File: src/rtl/pwd_pkg.sv
package pwd_pkg;
  // register offsets inside the I/O block
  localparam int unsigned OFS_PAGE = 0;
  localparam int unsigned OFS_MAP  = 1;
  // mapping register fields
  localparam int unsigned MAP_W         = 5;
  localparam int unsigned MB_MAIN_CODE  = 0;
  localparam int unsigned MB_BOOT_DATA  = 1;
  localparam int unsigned MB_BOOT_OFF   = 2;
  localparam int unsigned MB_BOOT_HIGH  = 3;
  localparam int unsigned MB_MAIN_DATA  = 4;
  localparam int unsigned MB_FLAG_CLR   = 7;
endpackage

File: src/rtl/pwd_regs.sv
module pwd_regs #(
  parameter int unsigned DATA_W = 8,
  parameter int unsigned PAGE_W = 3
) (
  input  logic                     clk,
  input  logic                     rst,
  input  logic                     io_wr,
  input  logic [7:0]               io_ofs,
  input  logic [DATA_W-1:0]        wdata,
  input  logic                     flash_wr,
  output logic [PAGE_W-1:0]        page,
  output logic [pwd_pkg::MAP_W-1:0] map,
  output logic                     flag
);
  import pwd_pkg::*;

  logic page_we, map_we, clr;
  logic unused_wdata;

  assign page_we = io_wr && (io_ofs == 8'(OFS_PAGE));
  assign map_we  = io_wr && (io_ofs == 8'(OFS_MAP));
  assign clr     = map_we && wdata[MB_FLAG_CLR];
  assign unused_wdata = ^wdata;

  always_ff @(posedge clk) begin
    if (rst) begin
      page <= '0;
      map  <= '0;
      flag <= 1'b0;
    end else begin
      if (page_we) page <= wdata[PAGE_W-1:0];
      if (map_we)  map  <= wdata[MAP_W-1:0];
      if (clr)           flag <= 1'b0;
      else if (flash_wr) flag <= 1'b1;
    end
  end
endmodule

File: src/rtl/pwd_space_decode.sv
module pwd_space_decode #(
  parameter int unsigned ADDR_W       = 16,
  parameter int unsigned DATA_W       = 8,
  parameter int unsigned MAIN_SECTORS = 8,
  parameter int unsigned BOOT_SECTORS = 4,
  parameter logic [ADDR_W-1:0] IO_BASE = 16'h0100,
  parameter logic [ADDR_W-1:0] SRAM_LO = 16'h0200,
  parameter logic [ADDR_W-1:0] SRAM_HI = 16'h7FFF,
  localparam int unsigned PAGE_W = $clog2(MAIN_SECTORS),
  localparam int unsigned BOOT_W = $clog2(BOOT_SECTORS)
) (
  input  logic [ADDR_W-1:0]         addr,
  input  logic                      code_rd,
  input  logic                      data_rd,
  input  logic                      data_wr,
  input  logic [PAGE_W-1:0]         page,
  input  logic [pwd_pkg::MAP_W-1:0] map,
  output logic [MAIN_SECTORS-1:0]   fs_hit,
  output logic [BOOT_SECTORS-1:0]   boot_hit,
  output logic                      sram_hit,
  output logic                      iop_hit,
  output logic                      we,
  output logic                      flash_wr,
  output logic                      io_wr,
  output logic [DATA_W-1:0]         rd_data
);
  import pwd_pkg::*;

  localparam int unsigned IO_SPAN_W = 8;

  logic in_code, in_data, upper;
  logic boot_en, boot_any, main_en, main_any;
  logic [BOOT_W-1:0] boot_idx;

  assign in_code = code_rd;
  assign in_data = !code_rd && (data_rd || data_wr);
  assign upper   = addr[ADDR_W-1];

  // priority: I/O, then SRAM, then boot flash, then main flash
  assign iop_hit  = in_data && (addr[ADDR_W-1:IO_SPAN_W] == IO_BASE[ADDR_W-1:IO_SPAN_W]);
  assign sram_hit = in_data && (addr >= SRAM_LO) && (addr <= SRAM_HI) && !iop_hit;

  assign boot_en  = in_code ? !map[MB_BOOT_OFF] : (in_data && map[MB_BOOT_DATA]);
  assign boot_any = boot_en && (upper == map[MB_BOOT_HIGH]) && !iop_hit && !sram_hit;
  assign boot_idx = addr[ADDR_W-2 -: BOOT_W];

  assign main_en  = in_code ? map[MB_MAIN_CODE] : (in_data && map[MB_MAIN_DATA]);
  assign main_any = main_en && upper && !boot_any && !sram_hit && !iop_hit;

  for (genvar b = 0; b < BOOT_SECTORS; b++) begin : g_boot
    localparam logic [BOOT_W-1:0] BIDX = BOOT_W'(b);
    assign boot_hit[b] = boot_any && (boot_idx == BIDX);
  end

  for (genvar s = 0; s < MAIN_SECTORS; s++) begin : g_main
    localparam logic [PAGE_W-1:0] SIDX = PAGE_W'(s);
    assign fs_hit[s] = main_any && (page == SIDX);
  end

  assign we       = data_wr && !code_rd && (sram_hit || iop_hit);
  assign flash_wr = data_wr && !code_rd && (main_any || boot_any);
  assign io_wr    = data_wr && iop_hit;

  always_comb begin
    rd_data = '0;
    if (iop_hit && data_rd) begin
      if (addr[IO_SPAN_W-1:0] == IO_SPAN_W'(OFS_PAGE))     rd_data = DATA_W'(page);
      else if (addr[IO_SPAN_W-1:0] == IO_SPAN_W'(OFS_MAP)) rd_data = DATA_W'(map);
    end
  end
endmodule

File: src/rtl/pwd_decoder.sv
module pwd_decoder #(
  parameter int unsigned ADDR_W       = 16,
  parameter int unsigned DATA_W       = 8,
  parameter int unsigned MAIN_SECTORS = 8,
  parameter int unsigned BOOT_SECTORS = 4,
  parameter logic [ADDR_W-1:0] IO_BASE = 16'h0100,
  parameter logic [ADDR_W-1:0] SRAM_LO = 16'h0200,
  parameter logic [ADDR_W-1:0] SRAM_HI = 16'h7FFF
) (
  input  logic                    clk,
  input  logic                    rst,
  input  logic [ADDR_W-1:0]       addr,
  input  logic                    code_rd,
  input  logic                    data_rd,
  input  logic                    data_wr,
  input  logic [DATA_W-1:0]       wdata,
  output logic [MAIN_SECTORS-1:0] fs_sel,
  output logic [BOOT_SECTORS-1:0] boot_sel,
  output logic                    sram_sel,
  output logic                    iop_sel,
  output logic                    mem_we,
  output logic [DATA_W-1:0]       reg_rdata,
  output logic                    flash_wr_flag
);
  import pwd_pkg::*;

  localparam int unsigned PAGE_W = $clog2(MAIN_SECTORS);

  logic [PAGE_W-1:0]       page;
  logic [MAP_W-1:0]        map;
  logic [MAIN_SECTORS-1:0] fs_hit;
  logic [BOOT_SECTORS-1:0] boot_hit;
  logic                    sram_hit, iop_hit, we, flash_wr, io_wr;
  logic [DATA_W-1:0]       rd_data;

  pwd_space_decode #(
    .ADDR_W(ADDR_W), .DATA_W(DATA_W),
    .MAIN_SECTORS(MAIN_SECTORS), .BOOT_SECTORS(BOOT_SECTORS),
    .IO_BASE(IO_BASE), .SRAM_LO(SRAM_LO), .SRAM_HI(SRAM_HI)
  ) u_dec (
    .addr(addr), .code_rd(code_rd), .data_rd(data_rd), .data_wr(data_wr),
    .page(page), .map(map),
    .fs_hit(fs_hit), .boot_hit(boot_hit), .sram_hit(sram_hit), .iop_hit(iop_hit),
    .we(we), .flash_wr(flash_wr), .io_wr(io_wr), .rd_data(rd_data)
  );

  pwd_regs #(.DATA_W(DATA_W), .PAGE_W(PAGE_W)) u_regs (
    .clk(clk), .rst(rst), .io_wr(io_wr), .io_ofs(addr[7:0]), .wdata(wdata),
    .flash_wr(flash_wr), .page(page), .map(map), .flag(flash_wr_flag)
  );

  always_ff @(posedge clk) begin
    if (rst) begin
      fs_sel    <= '0;
      boot_sel  <= '0;
      sram_sel  <= 1'b0;
      iop_sel   <= 1'b0;
      mem_we    <= 1'b0;
      reg_rdata <= '0;
    end else begin
      fs_sel    <= fs_hit;
      boot_sel  <= boot_hit;
      sram_sel  <= sram_hit;
      iop_sel   <= iop_hit;
      mem_we    <= we;
      reg_rdata <= rd_data;
    end
  end
endmodule

File: config.mk
export PLATFORM = sky130hd
export DESIGN_NAME = pwd_decoder
export DESIGN_NICKNAME = d
export VERILOG_FILES = /design/src/rtl/pwd_pkg.sv /design/src/rtl/pwd_regs.sv /design/src/rtl/pwd_space_decode.sv /design/src/rtl/pwd_decoder.sv
export SDC_FILE = /design/constraint.sdc
export NUM_CORES = 1
export LEC_CHECK = 0
export ABC_AREA = 1
export CORE_MARGIN = 10
export CORE_UTILIZATION = 53
export CTS_BUF_LIST = sky130_fd_sc_hd__clkbuf_8 sky130_fd_sc_hd__clkbuf_16
export CTS_CLUSTER_DIAMETER = 120
export DETAILED_ROUTE_END_ITERATION = 10
export DONT_BUFFER_PORTS = 1
export GPL_TIMING_DRIVEN = 0
export HOLD_SLACK_MARGIN = 0.15
export PLACE_DENSITY = 0.68
export SYNTH_ARGS = -nofsm -noshare
export SYNTH_HDL_FRONTEND = slang
export SYNTH_SLANG_ARGS = --single-unit
File: constraint.sdc
create_clock -name clk -period 1.4 [get_ports clk]
set_input_delay 0.07 -clock clk [delete_from_list [all_inputs] [get_ports clk]]
set_output_delay 0.07 -clock clk [all_outputs]
set_load 0.02 [all_outputs]
==> results of run 1 <==
## sequential cells by signal, summed over array words and instances, names as in the netlist
signal	cells
u_regs.flag	1
sram_sel	1
mem_we	1
boot_sel	4
iop_sel	1
u_regs.map	5
reg_rdata	5
u_regs.page	3
fs_sel	8
## routing by layer
| metal | share of wire | up-vias | wire length (microns) | GRT usage |
|---|---|---|---|---|
| li1 | - | 555 | - | - |
| met4 | 0.018 | 0 | 55 | 0.0621 |
| met3 | 0.085 | 7 | 263 | 0.0556 |
| met5 | 0 | - | 0 | 0 |
| met1 | 0.45 | 500 | 1370 | 0.142 |
| met2 | 0.45 | 43 | 1390 | 0.201 |
## critical path, stage by stage
cell,delay [ns]
dlygate4sd3_1,0.54
inv_1,0.09
nand2_4,0.07
nor2_8,0.11
nand2_4,0.07
nor2_4,0.16
nand3_4,0.13
clkinv_4,0.10
nand2_1,0.05
nand2_1,0.07
a21oi_1,0.04
## power by group
part | leakage (nW) | switching (mW) | internal (mW) | total [mW]
Sequential | 0.234 | 0.00711 | 0.830 | 0.837
Combinational | 0.495 | 0.0774 | 0.0647 | 0.142
Clock | 0.0626 | 0.294 | 0.572 | 0.865
Total | 0.792 | 0.378 | 1.47 | 1.84
## path summary, 6_finish.rpt
path | startpoint | to | slack, ns | cells after the start
worst max-delay path | addr[12] | u_regs.flag | 0.06 | 11
worst max register to register | u_regs.map[3] | u_regs.flag | 0.21 | 8
worst min register to register | u_regs.map[4] | reg_rdata[4] | 0.46 | 2
worst min-delay path | addr[15] | iop_sel | 0.15 | 5
## what timing repair did
item / 4_1_cts / 5_1_grt
resized for setup: 0 / 5
setup endpoints to repair: 0 / 12
endpoints found under the hold margin: 21 / 0
setup buffers: 0 / 2
hold buffers: 17 / 0
## cells by family after synthesis
family / after synthesis / synth area share
compound gates: 13 / 0.0598
simple gates: 89 / 0.372
buf+inv: 34 / 0.118
other cells: 1 / 0.00289
flops: 29 / 0.447
## metrics by stage
stage / cell area, sq um / instances / total power [mW] / setup WS [ns]
finish: 1660 / 223 / 1.84 / 0.0626
detailed placement: 1340 / 196 / 0.947 / 0.255
global route: 1660 / 223 / 1.90 / -0.0331
global placement: 1340 / 196 / 0.945 / 0.305
floorplan: 1310 / 168 / 0.935 / 0.397
CTS: 1630 / 221 / 1.85 / 0.0215
## area by class of cell
type,instances,area [sq um],area share
clock buffers,6,82.6,0.0498
repair buffers,19,190,0.115
flip-flops and latches,29,581,0.350
inverters,29,118,0.0709
multi-input cells,105,584,0.352
plain buffers,5,35.0,0.0211
clock inverters,2,33.8,0.0204
well taps,28,35.0,0.0211
## cell usage in the layout (no fill, tap or decap), types with 2 or more instances in the layout
| cell | synthesis | routed |
|---|---|---|
| nand2_1 | 29 | 29 |
| dfxtp_1 | 29 | 29 |
| nor2_1 | 29 | 28 |
| inv_1 | 22 | 23 |
| dlygate4sd3_1 | 0 | 15 |
| buf_4 | 4 | 6 |
| clkbuf_8 | 0 | 6 |
| nand3_1 | 7 | 5 |
| o21ai_1 | 5 | 5 |
| inv_2 | 4 | 4 |
| nand2_2 | 4 | 4 |
| nand3_2 | 2 | 4 |
| a21oi_1 | 4 | 4 |
| nand2_4 | 3 | 3 |
| nor2_4 | 3 | 3 |
| nor3_1 | 3 | 3 |
| a21oi_2 | 3 | 3 |
| conb_1 | 1 | 3 |
| nor2_2 | 1 | 2 |
| nor3_2 | 2 | 2 |
| nor4_1 | 2 | 2 |
| dlymetal6s4s_1 | 0 | 2 |
==> run summary, run 1 <==
flops & latches, synth -> 29
layout cells sized above 1 -> 0.231
worst-case clock buffer depth -> 2
Final ANT Viol Nets -> 0
crit-path max FO -> 6
Cell Rows -> 17
mean post-synth cell area -> 7.82 sq um
Root Buffer -> clkbuf_8
clk slew on worst S/H paths -> 0.06 ns
final setup TNS -> 0 ns
required time of the critical path -> 1.56 ns
final WL -> 3.09 mm
top cells by count, synth -> dfxtp_1 (29), nand2_1 (29), nor2_1 (29)
static leakage -> 0.792 nW
warnings from Yosys -> 0
global-route wire length before repair -> 5.17 mm
fin nets -> 223
Tcrit/Tclk final -> 0.955
clk_lat worst skew -> 0.27 ns
vias per cell -> 4.96
pin count of the biggest net entering global routing -> 11
DIE WIDTH -> 69.5 microns
DRC -> 0
status -> finished, final reports clean
top cell type's share of synthesized area -> 0.447
Mapped Cells -> 166
Clock Skew -> 0.00448 ns
Overflow after GRT -> 0
WHS -> 0.153 ns
via count -> 1105
Async SR Flop Fraction -> 0
post-DR wirelength/cell -> 13.8 microns
Num Clock Sinks -> 29
worst hold path class -> in2reg
H-tree depth -> 2
area leader, netlist -> dfxtp_1
minimum clock period -> 1.34 ns
hpwl dp -> 2.34 mm
Main synth FF type -> dfxtp_1
Ports -> 53
GP Congestion -> 0.849
initial antenna violation count -> 0
TritonCTS clock tree -> done
final hold violations -> 0
synth top area cells -> dfxtp_1 (45%), nand2_1 (8.4%), nor2_1 (8.4%), inv_1 (6.4%), nand3_1 (2.7%)
Arrival @ worst endpoint -> 1.50 ns
Die H -> 69.5 microns
vias in the first global route -> 1158
Setup CP Type -> in2reg
Filler cells -> 191
mapped cell area -> 1300 sq um
die area -> 4830 sq um
Core Region -> 2280 sq um
RSZ-0062 raised after global routing -> yes
max frequency -> 748 MHz
fin util -> 0.729
Pre-antenna DRT Iters -> 4
IO Port Bufs -> 0
number of synthesized flops with an enable pin -> 0
crit start category -> input port
overall routing resource usage -> 0.127
CTS buffer count -> 5
maxcap violations -> 0
synth unique cells -> 28
Initial Util -> 0.570
CP endpoint kind -> flop
antenna cells -> 0
Seq/Total Area, Yosys -> 0.447
maximum vdd drop -> 954 uV
fin. max-slew vios -> 0
endpoints failing setup -> 0
area growth from synthesis to layout -> 27.9%
pwr/cell area -> 1110 nW/um^2
1st-iter DRT viols -> 32
Note: power is estimated with default switching activity, not from simulation.
==> inputs of run 2 (changes only) <==
--- a/config.mk
+++ b/config.mk
@@ -7,14 +7,14 @@
 export LEC_CHECK = 0
 export ABC_AREA = 1
 export CORE_MARGIN = 10
-export CORE_UTILIZATION = 53
+export CORE_UTILIZATION = 39
 export CTS_BUF_LIST = sky130_fd_sc_hd__clkbuf_8 sky130_fd_sc_hd__clkbuf_16
 export CTS_CLUSTER_DIAMETER = 120
 export DETAILED_ROUTE_END_ITERATION = 10
 export DONT_BUFFER_PORTS = 1
 export GPL_TIMING_DRIVEN = 0
 export HOLD_SLACK_MARGIN = 0.15
-export PLACE_DENSITY = 0.68
 export SYNTH_ARGS = -nofsm -noshare
 export SYNTH_HDL_FRONTEND = slang
+export SYNTH_HIERARCHICAL = 1
 export SYNTH_SLANG_ARGS = --single-unit
==> run 2 against run 1 <==
Sequential cell count up 3. Total power is 5.7% higher. Synthesized area is 19% higher. Via count increased by 24%. Non-clock buffer count increased by 5. Die area grew 43%. Global-route usage is 2.3 points lower. Utilization shrank 20 points. Sequential share of layout area down 2.6 points. Worst setup slack gained 0.028 ns.
==> run summary, run 2 <==
status -> finished, final reports clean
Overflow after GRT -> 0 (unchanged)
synth top area cells -> dfxtp_1 (41%), nor2_1 (13%), inv_1 (12%), nand2_1 (7.5%), nand3_1 (5.2%)
vias in the first global route -> 1359 (+17%)
Internal -> 1.53 mW (+4.1%)
Async SR Flop Fraction -> 0 (unchanged)
warnings from Yosys -> 6 (+6)
Ports -> 53 (unchanged)
Tcrit/Tclk final -> 0.935 (-0.0202)
initial antenna violation count -> 0 (unchanged)
minimum clock period -> 1.31 ns (-0.0283 ns)
vias per cell -> 4.46 (-10%)
die area -> 6890 sq um (+43%)
IO Port Bufs -> 0 (unchanged)
H-tree depth -> 2 (unchanged)
mean post-synth cell area -> 6.85 sq um (-12%)
biggest registers after layout -> fs_sel x8, reg_rdata x8, u_regs/map x5
switch share -> 0.217 (+0.0121)
DRC -> 0 (unchanged)
fin cells -> 308 (+38%)
crit start category -> input port
Seq/Total Area, Yosys -> 0.414 (-0.0335)
Core Region -> 3740 sq um (+64%)
Psw -> 0.423 mW (+12%)
fin util -> 0.529 (-0.200)
pin count of the biggest net entering global routing -> 11 (unchanged)
mapped cell area -> 1550 sq um (+19%)
maximum vdd drop -> 538 uV (-44%)
area leader, netlist -> dfxtp_1
clk slew on worst S/H paths -> 0.07 ns (about the same)
number of synthesized flops with an enable pin -> 0 (unchanged)
DIE WIDTH -> 83.0 microns (+19%)
worst-case clock buffer depth -> 2 (unchanged)
WHS -> 0.171 ns (+0.0180 ns)
Pre-antenna DRT Iters -> 4 (unchanged)
pwr/cell area -> 985 nW/um^2 (-11%)
maxcap violations -> 0 (unchanged)
Clock Skew -> 0.00633 ns (+0.00185 ns)
GP Congestion -> 0.769 (-9.4%)
Arrival @ worst endpoint -> 1.52 ns (+0.02 ns)
RSZ-0062 raised after global routing -> no
area growth from synthesis to layout -> 27.9% (about the same)
global-route wire length before repair -> 6.11 mm (+18%)
Initial Util -> 0.413 (-0.157)
Main synth FF type -> dfxtp_1
layout cells sized above 1 -> 0.135 (-0.0962)
CTS buffer count -> 5 (unchanged)
top cells by count, synth -> nor2_1 (53), inv_1 (48), dfxtp_1 (32)
fin. max-slew vios -> 0 (unchanged)
Num Clock Sinks -> 32 (+10%)
worst hold path class -> in2reg
hpwl dp -> 2.77 mm (+18%)
TritonCTS clock tree -> done
top cell type's share of synthesized area -> 0.414 (-0.0335)
fin nets -> 288 (+29%)
CP endpoint kind -> flop
Clk pwr share -> 0.434 (-0.035)
part of the power in registers -> 0.479 (+0.025)
flops & latches, synth -> 32 (+10%)
logic gate share of total power -> 0.087 (+0.010)
static leakage -> 0.818 nW (+3.3%)
max frequency -> 764 MHz (+2.2%)
final WL -> 3.68 mm (+19%)
Cell Rows -> 22 (+5)
1st-iter DRT viols -> 55 (+72%)
crit-path max FO -> 2 (-4)
antenna cells -> 0 (unchanged)
final setup TNS -> 0 ns (unchanged)
Die H -> 83.0 microns (+19%)
most frequent cell after synthesis -> nor2_1
post-DR wirelength/cell -> 11.9 microns (-14%)
# placed instances -> 276 (+41%)
endpoints failing setup -> 0 (unchanged)
required time of the critical path -> 1.61 ns (+0.05 ns)
Setup CP Type -> in2reg
clk_lat worst skew -> 0.27 ns (about the same)
most common cell after layout, fill and taps aside -> nor2_1
most frequent cells in the layout -> nor2_1 (53), inv_1 (49), dfxtp_1 (31), nand2_1 (31), dlygate4sd3_1 (24)
Final ANT Viol Nets -> 0 (unchanged)
synth unique cells -> 25 (-11%)
final hold violations -> 0 (unchanged)
Root Buffer -> clkbuf_8
via count -> 1373 (+24%)
Mapped Cells -> 226 (+36%)
overall routing resource usage -> 0.104 (-0.0230)
-- run 2: cell count changes after synthesis, sizes merged, moves of 2 or more --
cell,change
nor2,+27
nand3,+8
nor3,+4
o21ai,-4
nand2,-2
nor4,-2
nor3b,+2
dfxtp,+3
inv,+22
-- run 2: per-layer routing --
metal / GRT usage / share of wire
met4: 0.0446 / 0.017
met1: 0.118 / 0.45
met2: 0.173 / 0.47
met5: 0 / 0
met3: 0.0352 / 0.062
-- run 2: power groups by stage --
stage | registers, mW | clock network [mW] | logic (mW)
after floorplan | 0.953 | 0 | 0.0894
after global placement | 0.955 | 0 | 0.102
after detailed placement | 0.955 | 0 | 0.104
after CTS | 0.934 | 0.869 | 0.166
after global routing | 0.934 | 0.910 | 0.188
final | 0.934 | 0.845 | 0.170
-- run 2: cell families after synthesis --
logic type | share of synthesized area
AO/OA/AOI/OAI | 0.0364
XOR/XNOR | 0.00566
buffers and inverters | 0.150
flip-flops | 0.414
other | 0.00242
AND/OR/NAND/NOR | 0.391
-- run 2: final cells by class --
type                    instances  area (sq um)
plain buffers                   5          45.0
clock buffers                   5          68.8
clock inverters                 3          38.8
fillers                       408          1760
inverters                      50           188
multi-input cells             141           697
flip-flops and latches         32           642
well taps                      48          60.1
repair buffers                 24           240
-- run 2: worst paths after layout --
kind	cells after the start	slack (ns)	start	end
worst max register to register	6	0.12	u_regs/map[2]	u_regs/flag
worst max-delay path	6	0.09	data_wr	mem_we
worst min-delay path	5	0.17	addr[0]	reg_rdata[4]
worst min register to register	2	0.50	u_regs/map[1]	u_regs/map[1]
-- run 2: repair_timing --
item	CTS	global route
endpoints found under the setup margin	0	1
endpoints found under the hold margin	29	0
hold buffers	24	0
gates resized for setup	0	3
setup buffers	0	0
-- run 2: through the flow --
step | area [sq um] | setup WS, ns | total power [mW]
4_1_cts | 1960 | 0.0932 | 1.97
6_report | 1980 | 0.0909 | 1.95
5_1_grt | 1980 | 0.0181 | 2.03
3_5_place_dp | 1620 | -0.0331 | 1.06
2_1_floorplan | 1560 | 0.225 | 1.04
3_3_place_gp | 1620 | -0.0236 | 1.06
-- run 2: critical path, cell delays in order --
cell	delay, ns
dlygate4sd3_1	0.55
nand2_1	0.08
dlygate4sd3_1	0.56
a21oi_1	0.13
inv_1	0.05
nor2_1	0.07
==> inputs of run 3 (changes only) <==
--- a/config.mk
+++ b/config.mk
@@ -5,14 +5,12 @@
 export SDC_FILE = /design/constraint.sdc
 export NUM_CORES = 1
 export LEC_CHECK = 0
-export ABC_AREA = 1
 export CORE_MARGIN = 10
 export CORE_UTILIZATION = 39
 export CTS_BUF_LIST = sky130_fd_sc_hd__clkbuf_8 sky130_fd_sc_hd__clkbuf_16
 export CTS_CLUSTER_DIAMETER = 120
 export DETAILED_ROUTE_END_ITERATION = 10
 export DONT_BUFFER_PORTS = 1
-export GPL_TIMING_DRIVEN = 0
 export HOLD_SLACK_MARGIN = 0.15
 export SYNTH_ARGS = -nofsm -noshare
 export SYNTH_HDL_FRONTEND = slang
==> run 3 against run 2 <==
The flow now finishes with violations (hold timing, setup timing). Clock skew is 0.0044 ns lower. Worst hold slack worse by 0.21 ns. Critical path depth stayed put. Utilization is 1.4 points higher. First-iteration DRC count is 33% lower. Final cell count is 26% lower. Critical path type unchanged.
==> run summary, run 3 <==
Overflow after GRT -> 0 (unchanged)
number of synthesized flops with an enable pin -> 0 (unchanged)
CP endpoint kind -> flop
R2R depth -> 7 (+1)
maxcap violations -> 0 (unchanged)
most frequent cells in the layout -> dfxtp_1 (31), dlygate4sd3_1 (18), nand2b_1 (12), nor2b_2 (11), buf_4 (10)
CP peak stage delay -> 0.52 ns (-0.04 ns)
worst-case clock buffer depth -> 2 (unchanged)
pwr/cell area -> 872 nW/um^2 (-11%)
via count -> 1181 (-14%)
static leakage -> 0.695 nW (-15%)
Ports -> 53 (unchanged)
Filler cells -> 333 (-18%)
Cell Rows -> 22 (unchanged)
Initial Util -> 0.397 (-0.0161)
total power -> 1.72 mW (-12%)
DRC -> 0 (unchanged)
crit-path leading delay family -> simple AND/OR/NAND/NOR gates
most common cell after layout, fill and taps aside -> dfxtp_1
mapped cell area -> 1440 sq um (-6.7%)
most used routing layer in global routing -> met2
R2R Path Start -> u_regs/map[1]
Mapped Cells -> 146 (-35%)
minimum clock period -> 2.16 ns (+0.847 ns)
endpoints failing setup -> 24 (+24)
required time of the critical path -> 1.60 ns (about the same)
mean post-synth cell area -> 9.89 sq um (+44%)
reg-to-reg critical path endpoint -> fs_sel[7]
Seq/Total Area, Yosys -> 0.444 (+0.0298)
final hold violations -> 4 (+4)
WHS -> -0.0418 ns (-0.213 ns)
met1 Use GR -> 0.122 (+0.00442)
Num Clock Sinks -> 32 (unchanged)
DIE WIDTH -> 80.8 microns (-2.6%)
CP cell instances -> or4_4 -> or4b_4 -> nor3_2 -> or4b_4 -> nor3_4 -> mux2i_1
top cells by count, synth -> dfxtp_1 (32), nor2_1 (14), nor2b_2 (14)
die area -> 6540 sq um (-5.1%)
TritonCTS clock tree -> done
biggest registers after layout -> fs_sel x8, reg_rdata x8, u_regs/map x5
CTS buffer count -> 5 (unchanged)
IO Port Bufs -> 0 (unchanged)
status -> complete, but fails checks
pin count of the biggest net entering global routing -> 33 (+22)
flops & latches, synth -> 32 (unchanged)
Arrival @ worst endpoint -> 2.35 ns (+0.83 ns)
Critical-path top delay cell -> or4_4
vias in the first global route -> 1180 (-13%)
post-DR wirelength/cell -> 16.7 microns (+40%)
most frequent cell after synthesis -> dfxtp_1
most used cell, CP -> or4b_4
WHS Endpoint -> u_regs/map[4]
crit-path max FO -> 4 (+2)
final WL -> 3.83 mm (+4.1%)
synth unique cells -> 35 (+40%)
met2 Use GR -> 0.200 (+0.0267)
FF-to-FF setup slack -> -0.14 ns (-0.26 ns)
vias per cell -> 5.16 (+16%)
worst hold path class -> in2reg
Async SR Flop Fraction -> 0 (unchanged)
hold depth -> 2 (-3)
met3 usage -> 0.0596 (+0.0244)
maximum vdd drop -> 537 uV (-0.18%)
Setup CP Type -> in2reg
global-route wire length before repair -> 5.98 mm (-2.3%)
area leader, netlist -> dfxtp_1
1st-iter DRT viols -> 37 (-33%)
CP bufs+invs -> 0 (-3)
setup ws final -> -0.756 ns (-0.847 ns)
RSZ-0062 raised after global routing -> yes
overall routing resource usage -> 0.118 (+0.0136)
Root Buffer -> clkbuf_8
warnings from Yosys -> 6 (unchanged)
clk_lat worst skew -> 0.28 ns (about the same)
clk slew on worst S/H paths -> 0.06 ns (about the same)
GP Congestion -> 0.862 (+12%)
Tcrit/Tclk final -> 1.54 (+0.605)
worst hold start -> addr[0]
synth top area cells -> dfxtp_1 (44%), nor2b_2 (8.5%), mux2i_1 (6.2%), nand2b_1 (5.2%), nor2_1 (3.6%)
layout cells sized above 1 -> 0.359 (+0.225)
violated checks -> hold timing, setup timing
area growth from synthesis to layout -> 36.6%
Pre-antenna DRT Iters -> 4 (unchanged)
crit start category -> input port
Die H -> 80.8 microns (-2.6%)
fin nets -> 210 (-27%)
Final ANT Viol Nets -> 0 (unchanged)
top cell type's share of synthesized area -> 0.444 (+0.0298)
Core Region -> 3630 sq um (-2.9%)
initial antenna violation count -> 0 (unchanged)
fin. max-slew vios -> 0 (unchanged)
max frequency -> 464 MHz (-39%)
H-tree depth -> 2 (unchanged)
hpwl dp -> 2.69 mm (-2.9%)
antenna cells -> 0 (unchanged)
Main synth FF type -> dfxtp_1
final setup TNS -> -7.18 ns (-7.18 ns)
Clock Skew -> 0.00190 ns (-0.00443 ns)
## run 3: layout make-up
class | instances | area [sq um] | area share
multi-input cells | 109 | 880 | 0.446
flip-flops and latches | 32 | 642 | 0.326
repair buffers | 32 | 309 | 0.157
clock buffers | 5 | 68.8 | 0.0349
well taps | 48 | 60.1 | 0.0305
clock inverters | 2 | 8.76 | 0.00444
inverters | 1 | 3.75 | 0.00190
## run 3: worst max-delay path by stage
stage	from	to	slack, ns	cells past startpoint
5_1_grt	addr[10]	u_regs/page[0]	-0.78	6
2_1_floorplan	addr[10]	u_regs/page[0]	-0.90	6
6_report	addr[10]	u_regs/page[0]	-0.76	6
4_1_cts	addr[10]	u_regs/page[0]	-0.73	6
3_3_place_gp	addr[10]	u_regs/page[0]	-0.95	6
3_5_place_dp	addr[10]	u_regs/page[0]	-1.02	6
## run 3: worst register-to-register path, stage by stage, from the launching register on
cell and delay [ns]:
dfxtp_2 0.33, o21a_1 0.10, o211ai_1 0.38, nand4_1 0.18
buf_6 0.18, buf_6 0.11, nor2_2 0.08, nor2b_2 0.12
## run 3: cell families after synthesis
kind of cell / after synthesis / share of synthesized area
AND/OR/NAND/NOR: 82 / 0.388
flip-flops: 32 / 0.444
AO/OA/AOI/OAI: 14 / 0.0607
multiplexers: 9 / 0.0624
buffers and inverters: 7 / 0.0364
XOR/XNOR: 1 / 0.00607
other: 1 / 0.00260
## run 3: repair_timing
action,CTS,global route
resized for setup,6,24
endpoints found under the setup margin,18,26
gates cloned,0,0
buffers inserted,2,5
hold endpoints to repair,29,12
hold buffers,18,1
pin swaps,2,7
## run 3: per-layer routing
layer,part of all wire,vias to the layer above
met4,0.018,0
li1,-,570
met1,0.38,560
met2,0.51,40
met3,0.090,11
met5,0,-
## run 3: power breakdown
part	switching, mW	total, mW	internal (mW)
clock network	0.318	0.648	0.330
logic	0.0593	0.135	0.0760
registers	0.0155	0.935	0.920
## run 3: per-stage QoR
step / worst slack (ns) / std cells / util / instance area (sq um)
global placement: -0.952 / 196 / 0.418 / 1520
finish: -0.756 / 229 / 0.543 / 1970
global route: -0.783 / 229 / 0.543 / 1970
floorplan: -0.900 / 148 / - / 1460
detailed placement: -1.02 / 196 / 0.418 / 1520
CTS: -0.726 / 223 / 0.502 / 1820
